[config.mk]
export PLATFORM = sky130hd
export DESIGN_NAME = cob_fill_ctl
export DESIGN_NICKNAME = d
export VERILOG_FILES = /design/src/rtl/cob_fill_ctl.sv
export SDC_FILE = /design/constraint.sdc
export NUM_CORES = 1
export LEC_CHECK = 0
export BUFFER_PORTS_ARGS = -buffer_cell sky130_fd_sc_hd__clkbuf_2
export CAP_MARGIN = 30
export CORE_ASPECT_RATIO = 0.9
export CORE_MARGIN = 1
export CORE_UTILIZATION = 47
export CTS_CLUSTER_SIZE = 30
export DETAILED_ROUTE_END_ITERATION = 16
export PLACE_DENSITY = 0.82
export SYNTH_ARGS = -nofsm -noshare
export SYNTH_HDL_FRONTEND = slang
export SYNTH_SLANG_ARGS = --single-unit
[constraint.sdc]
create_clock -name clk -period 2.4 [get_ports clk]
set_input_delay 0.24 -clock clk [delete_from_list [all_inputs] [get_ports clk]]
set_output_delay 0.24 -clock clk [all_outputs]
set_load 0.01 [all_outputs]
[src/rtl/cob_fill_ctl.sv]
module cob_fill_ctl #(
  parameter int ADDR_W = 16,
  parameter int OFF_W  = 4,
  parameter int IDX_W  = 4,
  localparam int TAG_W  = ADDR_W - IDX_W - OFF_W,
  localparam int LINE_W = TAG_W + IDX_W
) (
  input  logic              clk,
  input  logic              rst_n,
  input  logic              req_vld,
  input  logic [ADDR_W-1:0] req_addr,
  input  logic              req_write,
  input  logic              req_burst,
  input  logic              lk_valid,
  input  logic              lk_dirty,
  input  logic [TAG_W-1:0]  lk_tag,
  input  logic              retry,
  input  logic              fill_done,
  input  logic              drain_done,
  output logic              fill_start,
  output logic              fill_cancel,
  output logic              cob_serve,
  output logic              restore_vld,
  output logic [TAG_W-1:0]  restore_tag,
  output logic              restore_valid,
  output logic              restore_dirty,
  output logic [IDX_W-1:0]  restore_idx,
  output logic              cob_valid,
  output logic [LINE_W-1:0] cob_line
);

  logic busy, hold;
  logic [TAG_W-1:0] sv_tag;
  logic [IDX_W-1:0] sv_idx;
  logic sv_valid, sv_dirty;

  wire [TAG_W-1:0]  req_tag  = req_addr[ADDR_W-1 -: TAG_W];
  wire [IDX_W-1:0]  req_idx  = req_addr[OFF_W +: IDX_W];
  wire [LINE_W-1:0] req_line = req_addr[ADDR_W-1 -: LINE_W];

  wire take      = req_vld && !busy;
  wire lk_hit    = lk_valid && (lk_tag == req_tag);
  wire cob_hit   = cob_valid && (cob_line == req_line);
  wire dirty_vic = lk_valid && lk_dirty;
  wire serve_c   = take && !lk_hit && cob_hit && !req_write && req_burst;
  wire miss_fill = take && !lk_hit && !serve_c;
  wire blocked   = dirty_vic && cob_valid && !(req_write && cob_hit);
  wire start_c   = miss_fill && !blocked;
  wire refuse_c  = miss_fill && blocked;
  wire load_c    = start_c && dirty_vic;
  wire roll      = busy && retry;
  wire done      = busy && !retry && fill_done;

  assign restore_tag   = sv_tag;
  assign restore_valid = sv_valid;
  assign restore_dirty = sv_dirty;
  assign restore_idx   = sv_idx;

  always_ff @(posedge clk) begin
    if (!rst_n) begin
      fill_start  <= 1'b0;
      fill_cancel <= 1'b0;
      cob_serve   <= 1'b0;
      restore_vld <= 1'b0;
      busy        <= 1'b0;
      hold        <= 1'b0;
      sv_tag      <= '0;
      sv_idx      <= '0;
      sv_valid    <= 1'b0;
      sv_dirty    <= 1'b0;
      cob_valid   <= 1'b0;
      cob_line    <= '0;
    end else begin
      fill_start  <= start_c;
      fill_cancel <= refuse_c || roll;
      cob_serve   <= serve_c;
      restore_vld <= roll && hold;

      if (start_c) begin
        busy     <= 1'b1;
        hold     <= dirty_vic;
        sv_tag   <= lk_tag;
        sv_idx   <= req_idx;
        sv_valid <= lk_valid;
        sv_dirty <= lk_dirty;
      end else if (roll || done) begin
        busy <= 1'b0;
        hold <= 1'b0;
      end

      if (load_c) begin
        cob_valid <= 1'b1;
        cob_line  <= {lk_tag, req_idx};
      end else if (roll && hold) begin
        cob_valid <= 1'b0;
      end else if (drain_done && !hold) begin
        cob_valid <= 1'b0;
      end
    end
  end

endmodule

* After elaboration in Yosys (flattened, before gate mapping)
Index checks and enable logic that the tools add are counted.
** Cells by class
- Multiplexer cells :: 6
- Eq/ne operators :: 2
- Reductions and logical operators :: 32
** Operators with widths (count)
- 1-bit logical AND :: 20
- 12-bit equality test :: 1
- 8-bit equality test :: 1
- 1-bit zero test :: 8
- 1-bit 2-to-1 mux :: 6
- 3-bit nonzero test :: 1
- 1-bit logical OR :: 2
- 2-bit nonzero test :: 1
** Storage, ports and cells
- Register bits :: 33
- Input bits :: 34
- Output and inout port bits :: 31
- Word-level logic and storage cells :: 52

* Logic depth before layout (Yosys ltp)
- Depth after elaboration :: 12
- Depth in mapped cells :: 8
- Depth with buffers taken out :: 6

* Least setup slack after synthesis
OpenSTA, ideal clock, no wires.
- Path kind :: register to register
- Start point :: reg cob_line[5]
- End point :: reg fill_start
- Clock period less this slack :: 1.879 ns
- Stages on the path, launching flop included :: 9
- Buffers on the path :: 2
- Data arrival time :: 1.763 ns
- Library setup time :: 0.116 ns
- Data required time :: 2.284 ns
- Slack :: 0.521 ns
- Path through :: dfxtp_1 xnor2_1 nand4_1 or4_4 nand2_2 a21boi_2 buf_6 buf_12 and2_2
** On the way
- Cells in the longest elaborated chain, start to end :: 8
- Elaborated cells on any way between the ends :: 12
- Those cells by class :: eq/ne (1); reduce/logical (11)
** RTL lines
- start: declaration :: RTL line 29 : output logic [LINE_W-1:0] cob_line
- start signal: assignment :: RTL line 93 : cob_line <= {lk_tag, req_idx};
- 12-bit equality test * :: RTL line 43 : wire cob_hit = cob_valid && (cob_line == req_line);
- 1-bit logical AND * :: RTL line 43
- 1-bit logical AND (3 in series) :: RTL line 45 : wire serve_c = take && !lk_hit && cob_hit && !req_write && req_burst;
- 1-bit zero test :: RTL line 46 : wire miss_fill = take && !lk_hit && !serve_c;
- 1-bit logical AND :: RTL line 46
- 1-bit logical AND * :: RTL line 48 : wire start_c = miss_fill && !blocked;
- end signal: assignment :: RTL line 74 : fill_start <= start_c;
- end: declaration :: RTL line 20 : output logic fill_start,
Every way passes the cells marked *; elsewhere a longest branch is shown, timed or not.
A chain may end at the register's enable or synchronous reset.

* Worst setup path after layout
- Start point :: reg cob_line[7]
- End point :: reg sv_idx[2], in the netlist restore_idx[2]
** On the way
- Cells in the longest elaborated chain, start to end :: 8
- Elaborated cells on any way between the ends :: 12
- Those cells by class :: eq/ne (1); reduce/logical (11)
** RTL lines
- 12-bit equality test * :: RTL line 43
- 1-bit logical AND * :: RTL line 43
- 1-bit logical AND (3 in series) :: RTL line 45
- 1-bit zero test :: RTL line 46
- 1-bit logical AND :: RTL line 46
- 1-bit logical AND * :: RTL line 48
- end signal: assignment :: RTL line 83 : sv_idx <= req_idx;
- end: declaration :: RTL line 34 : logic [IDX_W-1:0] sv_idx;
Marked as above.

==> results.sh <==
export IMPL_run_status="complete, no violations"
export IMPL_dp_hpwl_mm=2.53
export IMPL_final_setup_viol_count=0
export IMPL_layout_stage_area_growth_over_the_synthesis_result_pct=27.2
export IMPL_yosysSeqAreaShare_pct=42.7
export IMPL_die_width_um=62.5
export IMPL_leading_cell_type_in_the_layout_fill_and_taps_excluded="sky130_fd_sc_hd__clkbuf_2"
export IMPL_io_buffers=60
export IMPL_final_setup_skew_ns=0.00352
export IMPL_synth_top_cells_by_area="sky130_fd_sc_hd__dfxtp_1 (43%), sky130_fd_sc_hd__mux2i_1 (16%), sky130_fd_sc_hd__nand2_1 (11%), sky130_fd_sc_hd__xnor2_1 (7.4%), sky130_fd_sc_hd__xor2_1 (4.0%)"
export IMPL_track_usage_pct=20.7
export IMPL_worst_ep_arrival_time_ns=2.46
export IMPL_initial_core_util_pct=50.0
export IMPL_placement_rows=19
export IMPL_pre_cts_ws_ns=-0.0314
export IMPL_critical_path_top_delay_family="simple AND/OR/NAND/NOR gates"
export IMPL_synth_simple_gate_area_share_pct=18.7
export IMPL_final_period_utilization_pct=91.6
export IMPL_dr_total_vias=1335
export IMPL_timing_critical_path_fanout_max=14
export IMPL_postSynthNetCount=198
export IMPL_summed_instance_area_of_the_synthesized_netlist_um2=1550
export IMPL_wl_mm=3.26
export IMPL_max_freq_mhz=455
export IMPL_synth_top_cell_by_area="sky130_fd_sc_hd__dfxtp_1"
export IMPL_crit_path_cell_trace="xnor2_1, nand4_1, nor4_2, nand2_1, a21boi_4, buf_4, mux2i_1"
export IMPL_timing_setup_critical_path_class="flop to flop"
export IMPL_number_of_nets_with_antenna_violations_after_detailed_routing=0
export IMPL_yosys_warnings=0
export IMPL_rr_startpoint="cob_line[7]"
export IMPL_worstSetupStartpointType="flop"
export IMPL_ys_types=33
export IMPL_drt_iter0_drc=101
export IMPL_pin_count_of_the_biggest_net_entering_global_routing=46
export IMPL_fin_ws_ns=0.203
export IMPL_postCtsSetupRepairBufs=0
export IMPL_final_core_util_pct=63.6
export IMPL_cp_data_required_time_ns=2.67
export IMPL_timing_max_cap_violations=0
export IMPL_synth_compound_area_share_pct=5.34
export IMPL_globalRoute_totalOverflow=0
export IMPL_clk_latency_ns=0.33
export IMPL_min_delay_path_class="input port to flop"
export IMPL_global_placer_s_final_weighted_congestion=0.814
export IMPL_drc_errors=0
export IMPL_rsz0062_at_grt="no"
export IMPL_share_of_synthesized_cell_area_in_full_adder_half_adder_and_majority_cells_pct=0
export IMPL_route_detailed_wl_per_inst_um=11.8
export IMPL_layout_cells_most_common_list="sky130_fd_sc_hd__clkbuf_2 (60), sky130_fd_sc_hd__nand2_1 (45), sky130_fd_sc_hd__dfxtp_1 (33), sky130_fd_sc_hd__mux2i_1 (25), sky130_fd_sc_hd__xnor2_1 (13)"
export IMPL_final_hold_violation_count=0
export IMPL_antenna_diode_count=0
export IMPL_slowest_delay_ns=0.50
export IMPL_core_area_um2=3090
export IMPL_final_max_slew_viol_count=0
export IMPL_grt_first_pass_wirelength_mm=5.52
export IMPL_ios=65
export IMPL_synthesis_instances=164
export IMPL_die_y_um=56.4
export IMPL_cts_tree="yes"
export IMPL_clock_path_buffers=2
export IMPL_synth_top_cell_area_share_pct=42.7
export IMPL_synth_ff_latch_count=33
export IMPL_cts_htree_levels=2
export IMPL_die_area_um2=3520
export IMPL_cellLeakagePower_nw=0.977
export IMPL_synthesis_area_per_instance_um2=9.43
export IMPL_hold_start="req_addr[7]"
export IMPL_final_fill_count=287
export IMPL_numCtsBuffers=5
export IMPL_finalSetupTns_ns=0
export IMPL_post_cts_resized=1
export IMPL_finish_net_count=268
export IMPL_critPathSlowestCell="sky130_fd_sc_hd__a21boi_4"
export IMPL_critical_path_buf_inv_count=1
export IMPL_timing_critical_path_to_type="flop"
export IMPL_multi_input_comb_area_um2=805
export IMPL_clock_tree_root_cell="sky130_fd_sc_hd__clkbuf_4"
export IMPL_worstMarginPinSlew_ns=0.820
export IMPL_dominant_combinational_cell_family_by_area_after_synthesis="simple AND/OR/NAND/NOR gates"
export IMPL_grt_antenna_before_repair=0
export IMPL_clk_pin_slew_worst_paths_ns=0.09
export IMPL_finalCriticalPeriod_ns=2.20
export IMPL_final_layout_size_suffix_gt1_share_pct=36.3
export IMPL_post_synth_mux_area_share_pct=16.2
export IMPL_critical_path_startpoint="cob_line[7]"
export IMPL_clock_sink_count=33
export IMPL_detail_route_first_pass_iterations=4
export IMPL_vias_per_cell=4.84
export IMPL_xor_xnor_share_of_the_synthesized_area_pct=11.3
export IMPL_worst_rel_slew_slack_pct=45.3
export IMPL_p_per_area_nw_per_um2=557
export IMPL_sequential_cell_area_um2=661
export IMPL_ir_drop_v=0.000319
export IMPL_post_cts_hold_buffer_count=0
export IMPL_grt_pass1_vias=1276
==> path summary, 6_finish.rpt <==
kind,endpoint,slack [ns],cells after the start
max,restore_idx[2],0.20,7
min reg2reg,restore_idx[3],0.46,2
min,cob_line[3],0.17,3
max reg2reg,restore_idx[2],0.20,7
==> final cells by class <==
class,count,area share [%]
Multi-Input combinational cell,121,40.9
Sequential cell,33,33.6
Timing Repair Buffer,72,19.8
Clock buffer,7,2.80
Tap cell,42,2.67
Inverter,1,0.191
==> tightest hold or removal path: cells and delay by family <==
family	cells	cell delay [ns]
muxes	1	0.06
and+or+nand+nor	1	0.07
buffers and inverters	1	0.09
==> layer usage <==
layer  up-vias  share of wire, %  routed length (um)  GRT usage (%)
li1        690                 -                   -              -
met3        10               6.9                 226           7.11
met4         0               2.3                  76           9.63
met2        45                46                1510           35.2
met5         -                 0                   0              0
met1       590                44                1450           23.3
==> cell usage after synthesis (all sizes together) <==
cell and count:
mux2i 25, dlygate4sd1 1, nand2 46, nand4 2, dlygate4sd3 1, xnor2 13, nor3b 1, a21boi 1
a21o 1, a21oi 3, inv 1, dfxtp 33, o21a 1, or2 1, nor3 1, nor2 2
and3 1, xor2 7, nand3 5, nor4 2, o21ai 3, or4 1, o221a 1, buf 5
clkbuf 2, o22ai 1, and2 1, a41oi 1, nand2b 1
==> stage by stage <==
stage / instance area [um^2] / std cells / power (mW) / hold slack, ns
after floorplan: 1550 / 164 / 0.718 / 0.382
after global placement: 1900 / 269 / 0.789 / 0.443
after detailed placement: 1900 / 269 / 0.792 / 0.449
after CTS: 1970 / 276 / 1.11 / 0.169
after global routing: 1970 / 276 / 1.15 / 0.177
final: 1970 / 276 / 1.10 / 0.175
==> flip-flops by register name (all words and copies together), names as in the netlist <==
name	flops
restore_dirty	1
cob_serve	1
restore_valid	1
restore_tag	8
restore_idx	4
hold	1
busy	1
fill_start	1
restore_vld	1
cob_line	12
fill_cancel	1
cob_valid	1
==> power breakdown <==
group	total (mW)	switching, mW	internal [mW]	leakage, nW
Combinational	0.189	0.0987	0.0904	0.676
Sequential	0.590	0.0155	0.575	0.270
Clock	0.317	0.179	0.138	0.0314
==> cell families (layout without fill, tap and decap cells) <==
group / count (synthesis) / in the layout
simple gates: 64 / 64
buf+inv: 10 / 80
xor+xnor: 20 / 20
flops: 33 / 33
mux: 25 / 25
compound gates: 12 / 12
Note: power is estimated with default switching activity, not from simulation.
